===== src/rtl/mesh_route_pkg.sv =====
package mesh_route_pkg;
  localparam int NUM_PORTS = 5;
  localparam int NUM_DIRS  = 4;
  // one-hot bit positions of the output port
  localparam int PORT_LOCAL = 0;
  localparam int PORT_WEST  = 1;
  localparam int PORT_EAST  = 2;
  localparam int PORT_SOUTH = 3;
  localparam int PORT_NORTH = 4;

  typedef logic [NUM_PORTS-1:0] portVec_t;

  typedef struct packed {
    logic load;   // capture a new decision
    logic drain;  // current decision consumed, nothing new
  } routeStrobe_t;
endpackage


===== src/rtl/mesh_route_dp.sv =====
module mesh_route_dp
  import mesh_route_pkg::*;
#(
  parameter int COORD_W = 4
) (
  input  logic               clk,
  input  logic               rst_n,
  input  routeStrobe_t       strobe,
  input  logic               modeAdaptive,
  input  logic [COORD_W-1:0] myX,
  input  logic [COORD_W-1:0] myY,
  input  logic [COORD_W-1:0] dstX,
  input  logic [COORD_W-1:0] dstY,
  input  logic [NUM_DIRS-1:0] congest,
  output portVec_t           outPort
);
  localparam int OFF_W = COORD_W + 1;

  logic signed [OFF_W-1:0] offX;
  logic signed [OFF_W-1:0] offY;
  logic xNeg, xPos, yNeg, yPos, atDest;
  portVec_t xyPort, wfPort, nextPort;
  portVec_t cand, busy, freeCand;

  // offsets carry one extra sign bit
  assign offX = $signed({1'b0, dstX}) - $signed({1'b0, myX});
  assign offY = $signed({1'b0, dstY}) - $signed({1'b0, myY});

  assign xNeg   = offX < 0;
  assign xPos   = offX > 0;
  assign yNeg   = offY < 0;
  assign yPos   = offY > 0;
  assign atDest = !xNeg && !xPos && !yNeg && !yPos;

  function automatic portVec_t onlyPort(input int idx);
    portVec_t v;
    v = '0;
    v[idx] = 1'b1;
    return v;
  endfunction

  // fixed order among productive non-west directions: east, north, south
  function automatic portVec_t pickFirst(input portVec_t v);
    if (v[PORT_EAST])       return onlyPort(PORT_EAST);
    else if (v[PORT_NORTH]) return onlyPort(PORT_NORTH);
    else if (v[PORT_SOUTH]) return onlyPort(PORT_SOUTH);
    else                    return onlyPort(PORT_LOCAL);
  endfunction

  // deterministic: finish x, then y
  always_comb begin
    if (xNeg)      xyPort = onlyPort(PORT_WEST);
    else if (xPos) xyPort = onlyPort(PORT_EAST);
    else if (yNeg) xyPort = onlyPort(PORT_SOUTH);
    else if (yPos) xyPort = onlyPort(PORT_NORTH);
    else           xyPort = onlyPort(PORT_LOCAL);
  end

  // congestion flags aligned to the port vector (local never busy)
  assign busy = {congest, 1'b0};

  always_comb begin
    cand             = '0;
    cand[PORT_EAST]  = xPos;
    cand[PORT_NORTH] = !xNeg && yPos;
    cand[PORT_SOUTH] = !xNeg && yNeg;
    freeCand         = cand & ~busy;
    if (xNeg)               wfPort = onlyPort(PORT_WEST);
    else if (atDest)        wfPort = onlyPort(PORT_LOCAL);
    else if (freeCand != 0) wfPort = pickFirst(freeCand);
    else                    wfPort = pickFirst(cand);
  end

  assign nextPort = modeAdaptive ? wfPort : xyPort;

  always_ff @(posedge clk or negedge rst_n) begin
    if (!rst_n)           outPort <= '0;
    else if (strobe.load) outPort <= nextPort;
  end
endmodule


===== src/rtl/mesh_route_ctrl.sv =====
module mesh_route_ctrl
  import mesh_route_pkg::*;
(
  input  logic         clk,
  input  logic         rst_n,
  input  logic         inValid,
  output logic         inReady,
  output logic         outValid,
  input  logic         outReady,
  output routeStrobe_t strobe
);
  assign inReady      = !outValid || outReady;
  assign strobe.load  = inValid && inReady;
  assign strobe.drain = outValid && outReady && !strobe.load;

  always_ff @(posedge clk or negedge rst_n) begin
    if (!rst_n)            outValid <= 1'b0;
    else if (strobe.load)  outValid <= 1'b1;
    else if (strobe.drain) outValid <= 1'b0;
  end
endmodule


===== src/rtl/mesh_route_unit.sv =====
module mesh_route_unit
  import mesh_route_pkg::*;
#(
  parameter int COORD_W = 4
) (
  input  logic               clk,
  input  logic               rst_n,
  input  logic               modeAdaptive,
  input  logic [COORD_W-1:0] myX,
  input  logic [COORD_W-1:0] myY,
  input  logic               inValid,
  output logic               inReady,
  input  logic [COORD_W-1:0] dstX,
  input  logic [COORD_W-1:0] dstY,
  input  logic [3:0]         congest,
  output logic               outValid,
  input  logic               outReady,
  output logic [4:0]         outPort
);
  routeStrobe_t strobe;

  mesh_route_ctrl u_ctrl (
    .clk(clk), .rst_n(rst_n), .inValid(inValid), .inReady(inReady),
    .outValid(outValid), .outReady(outReady), .strobe(strobe)
  );

  mesh_route_dp #(.COORD_W(COORD_W)) u_dp (
    .clk(clk), .rst_n(rst_n), .strobe(strobe), .modeAdaptive(modeAdaptive),
    .myX(myX), .myY(myY), .dstX(dstX), .dstY(dstY), .congest(congest),
    .outPort(outPort)
  );
endmodule


===== config.mk =====
export PLATFORM = sky130hd
export DESIGN_NAME = mesh_route_unit
export DESIGN_NICKNAME = d
export VERILOG_FILES = /design/src/rtl/mesh_route_pkg.sv /design/src/rtl/mesh_route_dp.sv /design/src/rtl/mesh_route_ctrl.sv /design/src/rtl/mesh_route_unit.sv
export SDC_FILE = /design/constraint.sdc
export NUM_CORES = 1
export LEC_CHECK = 0
export BUFFER_PORTS_ARGS = -buffer_cell sky130_fd_sc_hd__buf_4
export CAP_MARGIN = 20
export CORE_MARGIN = 4
export CORE_UTILIZATION = 47
export DETAILED_ROUTE_END_ITERATION = 10
export PLACE_DENSITY_LB_ADDON = 0.08
export SLEW_MARGIN = 40
export SYNTH_ARGS = -nofsm -noshare
export SYNTH_HDL_FRONTEND = slang
export SYNTH_SLANG_ARGS = --single-unit

===== constraint.sdc =====
create_clock -name clk -period 2.5 [get_ports clk]
set_input_delay 0.25 -clock clk [delete_from_list [all_inputs] [get_ports clk]]
set_output_delay 0.25 -clock clk [all_outputs]
set_load 0.01 [all_outputs]

==> qor.csv, run 1 <==
metric,value,unit
core_area,1334,um2
dieArea,2144,um2
cp-end-kind,flip-flop,
synth_top_area_frac,0.2178,
place_congestion,0.7825,
rows,13,
avgSynthCellArea,8.727,um2
vdd_drop_max,0.2882,mV
cts.htree.levels,1,
yosys_warnings,0,
slew_violations,0,
critPathLaunch,dstX[0],
status,completed,
grtUsageTotal,0.1811,
grt_antenna_before_repair,0,
clk_latency,250,ps
routed_wl,1.660,mm
worst-path-max-fanout,4,
place_hpwl,1.392,mm
nNetsFinal,150,
maxCapViolCount,0,
grt_pass1_wl,2.801,mm
relSlewSlack,0.6873,
syn_to_final_growth,40.11,%
place_area,933.4,um2
worstMarginPinSlew,469.0,ps
utilization,0.7242,
drc_errors,0,
fmax,468.8,MHz
grt_max_degree,10,
synth_area_leader_cell,dfrtp_1,
die_w,46.30,um
cts_tree,done,
cts-resized-gates,0,
min_period,2133,ps
yosysMostFrequentCell,inv_1,
path_class,in2reg,
synth_area,689.4,um2
cts_root_buffer,clkbuf_4,
wl_per_cell,12.97,um
overflow,0,
start_util,0.5169,
r2r-start,u_ctrl.outValid,
fin_setup_tns,0,ps
die_y,46.30,um
synth_cell_types,33,
power.leakage,0.5014,nW
min-delay-path-class,in2reg,
synth_area_leaders,"dfrtp_1, ha_1, inv_1",
synth-main-ff-cell,dfrtp_1,
setup_viol,0,
clkSinkCount,6,
numCtsBuffers,3,
vias_per_cell,5.609,
fin_crit_sh,0.8532,
clock_skew,1.408,ps
synthTopCellsByCount,"inv_1, ha_1, dfrtp_1",
cp.required,2610,ps
boundaryPins,32,
async_flop_share,1.000,
cp.arrival,2250,ps
drive_above_1_share,0.3451,
firstDrtPassIters,4,
grt_pass1_vias,713,
critical_path.startpoint_type,input port,
portBuffers,30,
synth_edf_count,0,
hold_violations,0,
drt-initial-drc-count,26,
yosysSeqAreaShare,0.2178,
vias,718,
power.density,384.5,nW/um2
fin_area,965.9,um2
syn-instance-count,79,
ant_nets,0,
worstHoldStart,inValid,
rsz0062_at_grt,no,
diodes,0,
syn_nets,114,
synth_seq_cells,6,
cts.clk_slew.worst_paths,40,ps
clockBufferDepth,2,
==> report_power, final <==
group | switching, mW | total, mW | leakage (nW) | internal (mW)
clock network | 0.0366 | 0.0910 | 0.0138 | 0.0544
registers | 0.00515 | 0.113 | 0.0762 | 0.108
logic | 0.0811 | 0.167 | 0.411 | 0.0863
==> sequential cells by signal (all words and copies together) (netlist names) <==
name and flops:
u_dp.outPort 5, u_ctrl.outValid 1
==> area by class of cell <==
| class | instances | area [um2] |
|---|---|---|
| Inverter | 12 | 45.04 |
| Fill cell | 111 | 367.9 |
| Tap cell | 15 | 18.77 |
| Timing Repair Buffer | 31 | 235.2 |
| Multi-Input combinational cell | 61 | 494.2 |
| Clock buffer | 3 | 22.52 |
| Sequential cell | 6 | 150.1 |
==> critical path, stage by stage <==
cell and delay [ps]:
buf_4 110, inv_1 40, ha_1 150, inv_1 60, fa_1 400, xor2_1 190, or4b_4 510, o21a_1 220
o311ai_1 230, a32oi_1 90
==> cell families (layout without fill, tap and decap cells) <==
kind of cell               count (synthesis)  in the layout  synth area share
DFF                                        6              6            0.2178
AOI/OAI and AO/OA                         22             22            0.2432
adders and majority gates                 10             10            0.2033
buffers and inverters                     12             46           0.06533
and+or+nand+nor                           26             26            0.2323
xor gates and xnor gates                   3              3           0.03812
==> routing by layer <==
| layer | up-vias | routed length [um] | GRT usage |
|---|---|---|---|
| met5 | - | 0 | 0 |
| met4 | 0 | 12 | 0.03977 |
| met3 | 3 | 124 | 0.05859 |
| met2 | 32 | 834 | 0.3159 |
| met1 | 324 | 687 | 0.2126 |
| li1 | 359 | - | - |
==> per-stage QoR <==
stage	hold WS [ps]	total power [mW]	setup WS (ps)	cells
after detailed placement	62.42	0.2801	113.8	124
after global routing	203.2	0.4040	283.4	128
after CTS	199.0	0.3755	383.5	128
final	203.7	0.3714	366.9	128
after floorplan	-45.59	0.2111	361.6	79
after global placement	59.23	0.2736	156.3	124
==> path summary, 6_finish.rpt <==
kind,endpoint,slack [ps],depth (start not counted)
worst min-delay path,u_ctrl.outValid,200,2
worst max-delay path,u_dp.outPort[4],370,10
min in group asynchronous,u_dp.outPort[1],350,2
worst min register to register,u_dp.outPort[1],480,2
worst max register to register,u_dp.outPort[4],1190,5
max in group asynchronous,u_dp.outPort[2],2040,2
==> placed cells by master, fill, tap and decap left out, drive strengths merged <==
| master | n |
|---|---|
| nor2b | 3 |
| dlygate4sd3 | 1 |
| a32o | 1 |
| or4b | 1 |
| o211a | 1 |
| and2 | 1 |
| or2 | 1 |
| dfrtp | 6 |
| nand3b | 4 |
| nor3 | 2 |
| a211o | 1 |
| buf | 30 |
| a41o | 1 |
| ha | 8 |
| a32oi | 2 |
| a22o | 1 |
| fa | 2 |
| nand2 | 5 |
| o311ai | 1 |
| nor3b | 1 |
| a211oi | 2 |
| xor2 | 2 |
| nor2 | 4 |
| nor4 | 1 |
| a21oi | 5 |
| xnor2 | 1 |
| a21o | 2 |
| nand2b | 2 |
| and4 | 1 |
| inv | 12 |
| o21a | 1 |
| o211ai | 2 |
| o21ai | 2 |
| clkbuf | 3 |
==> what timing repair did <==
item | 4_1_cts | 5_1_grt
setup endpoints to repair | 0 | 0
buffers inserted | 0 | 0
hold endpoints to repair | 6 | 0
hold buffers | 1 | 0
(Power assumes the default switching activity.)
==> run 2, diff against run 1 <==
--- a/config.mk
+++ b/config.mk
@@ -8,7 +8,7 @@
 export BUFFER_PORTS_ARGS = -buffer_cell sky130_fd_sc_hd__buf_4
 export CAP_MARGIN = 20
 export CORE_MARGIN = 4
-export CORE_UTILIZATION = 47
+export CORE_UTILIZATION = 40
 export DETAILED_ROUTE_END_ITERATION = 10
 export PLACE_DENSITY_LB_ADDON = 0.08
 export SLEW_MARGIN = 40
==> qor.csv, run 2 (synthesis results as in run 1) <==
metric,value,unit
status,completed,
dp.cells,125,
hold_violations,0,
worstMarginPinSlew,467.8,ps
rsz0062_at_grt,no,
met2_usage,0.2299,
rr_worst_depth,5,
utilization,0.6204,
power.leakage,0.5014,nW
stdcell_count,129,
numCtsBuffers,3,
reg.largest.list,"u_dp.outPort (5), u_ctrl.outValid (1)",
clock_skew,5.613,ps
drc_errors,0,
setup_viol,0,
met3_usage,0.05120,
final_common_cell,buf_4,
fin_setup_tns,0,ps
cp-end-kind,flip-flop,
core_area,1559,um2
power.density,383.3,nW/um2
boundaryPins,32,
syn_to_final_growth,40.29,%
clkSinkCount,6,
drive_above_1_share,0.3451,
min-delay-path-class,in2reg,
clk_latency,250,ps
rows,14,
grt_antenna_before_repair,0,
grt_pass1_wl,2.760,mm
fin_crit_sh,0.8456,
cts_root_buffer,clkbuf_4,
cts.htree.levels,1,
cts-resized-gates,0,
final_cell_mix,"buf_4, inv_1, ha_1",
min_period,2114,ps
cts.clk_slew.worst_paths,40,ps
drt-initial-drc-count,4,
fmax,473.0,MHz
vias,682,
portBuffers,30,
cts_tree,done,
grt_use_met1,0.1753,
critical_path.startpoint_type,input port,
vdd_drop_max,0.2627,mV
start_util,0.4422,
die_w,49.52,um
clockBufferDepth,2,
nNetsFinal,150,
die_y,49.52,um
place_hpwl,1.295,mm
ant_nets,0,
largest_reg_flops,5,
slew_violations,0,
wl_per_cell,11.61,um
overflow,0,
place_congestion,0.7531,
busiest_layer,met2,
worst-path-max-fanout,4,
reg2reg_slack,1220,ps
grt_max_degree,10,
grt_pass1_vias,694,
holdPathStages,2,
top_register,u_dp.outPort,
relSlewSlack,0.6881,
cp.arrival,2230,ps
dieArea,2452,um2
maxCapViolCount,0,
routed_wl,1.498,mm
firstDrtPassIters,4,
path_class,in2reg,
diodes,0,
grtUsageTotal,0.1398,
fillers,152,
vias_per_cell,5.287,
cp.required,2620,ps
run 2: cell counts in the layout (fill, tap and decap cells not counted):
No cell type changed its count.
run 2: worst paths after layout:
path,endpoint,from
worst max-delay path,u_dp.outPort[4],dstX[0]
worst min-delay path,u_ctrl.outValid,inValid
worst max register to register,u_dp.outPort[4],u_ctrl.outValid
worst min register to register,u_dp.outPort[1],u_dp.outPort[1]
max in group asynchronous,u_dp.outPort[4],rst_n
min in group asynchronous,u_dp.outPort[3],rst_n
run 2: per-layer routing:
layer / part of all wire / vias up
met5: 0 / -
met4: 0.010 / 0
met3: 0.074 / 2
met2: 0.46 / 23
met1: 0.45 / 302
li1: - / 355
run 2: repair_timing:
item                                   4_1_cts  5_1_grt
buffers inserted                             0        0
endpoints found under the hold margin        6        0
setup endpoints to repair                    0        0
hold buffers                                 1        0
run 2: worst max-delay path, stage by stage:
cell,delay (ps)
buf_4,110
inv_1,40
ha_1,150
inv_1,50
fa_1,390
xor2_1,190
or4b_4,510
o21a_1,220
o311ai_1,240
a32oi_1,80
run 2: stage by stage:
step / hold slack [ps] / power [mW] / area, um2 / worst slack (ps)
global placement: 59.78 / 0.2746 / 934.6 / 146.2
detailed placement: 61.84 / 0.2780 / 934.6 / 106.1
CTS: 194.6 / 0.3784 / 967.2 / 393.3
global route: 190.2 / 0.4033 / 967.2 / 310.5
finish: 204.0 / 0.3707 / 967.2 / 386.0
floorplan: -45.59 / 0.2111 / 689.4 / 361.6
run 2: power breakdown:
group | leakage [nW] | switching [mW] | internal, mW
Combinational | 0.411 | 0.0772 | 0.0858
Clock | 0.0138 | 0.0396 | 0.0546
Sequential | 0.0762 | 0.00562 | 0.108
run 2: layout make-up:
cell class | count | area, um2 | share of cell area
clock buffers | 3 | 22.52 | 0.02329
flip-flops and latches | 6 | 150.1 | 0.1552
well taps | 16 | 20.02 | 0.02070
repair buffers | 31 | 235.2 | 0.2432
inverters | 12 | 45.04 | 0.04657
multi-input cells | 61 | 494.2 | 0.5110
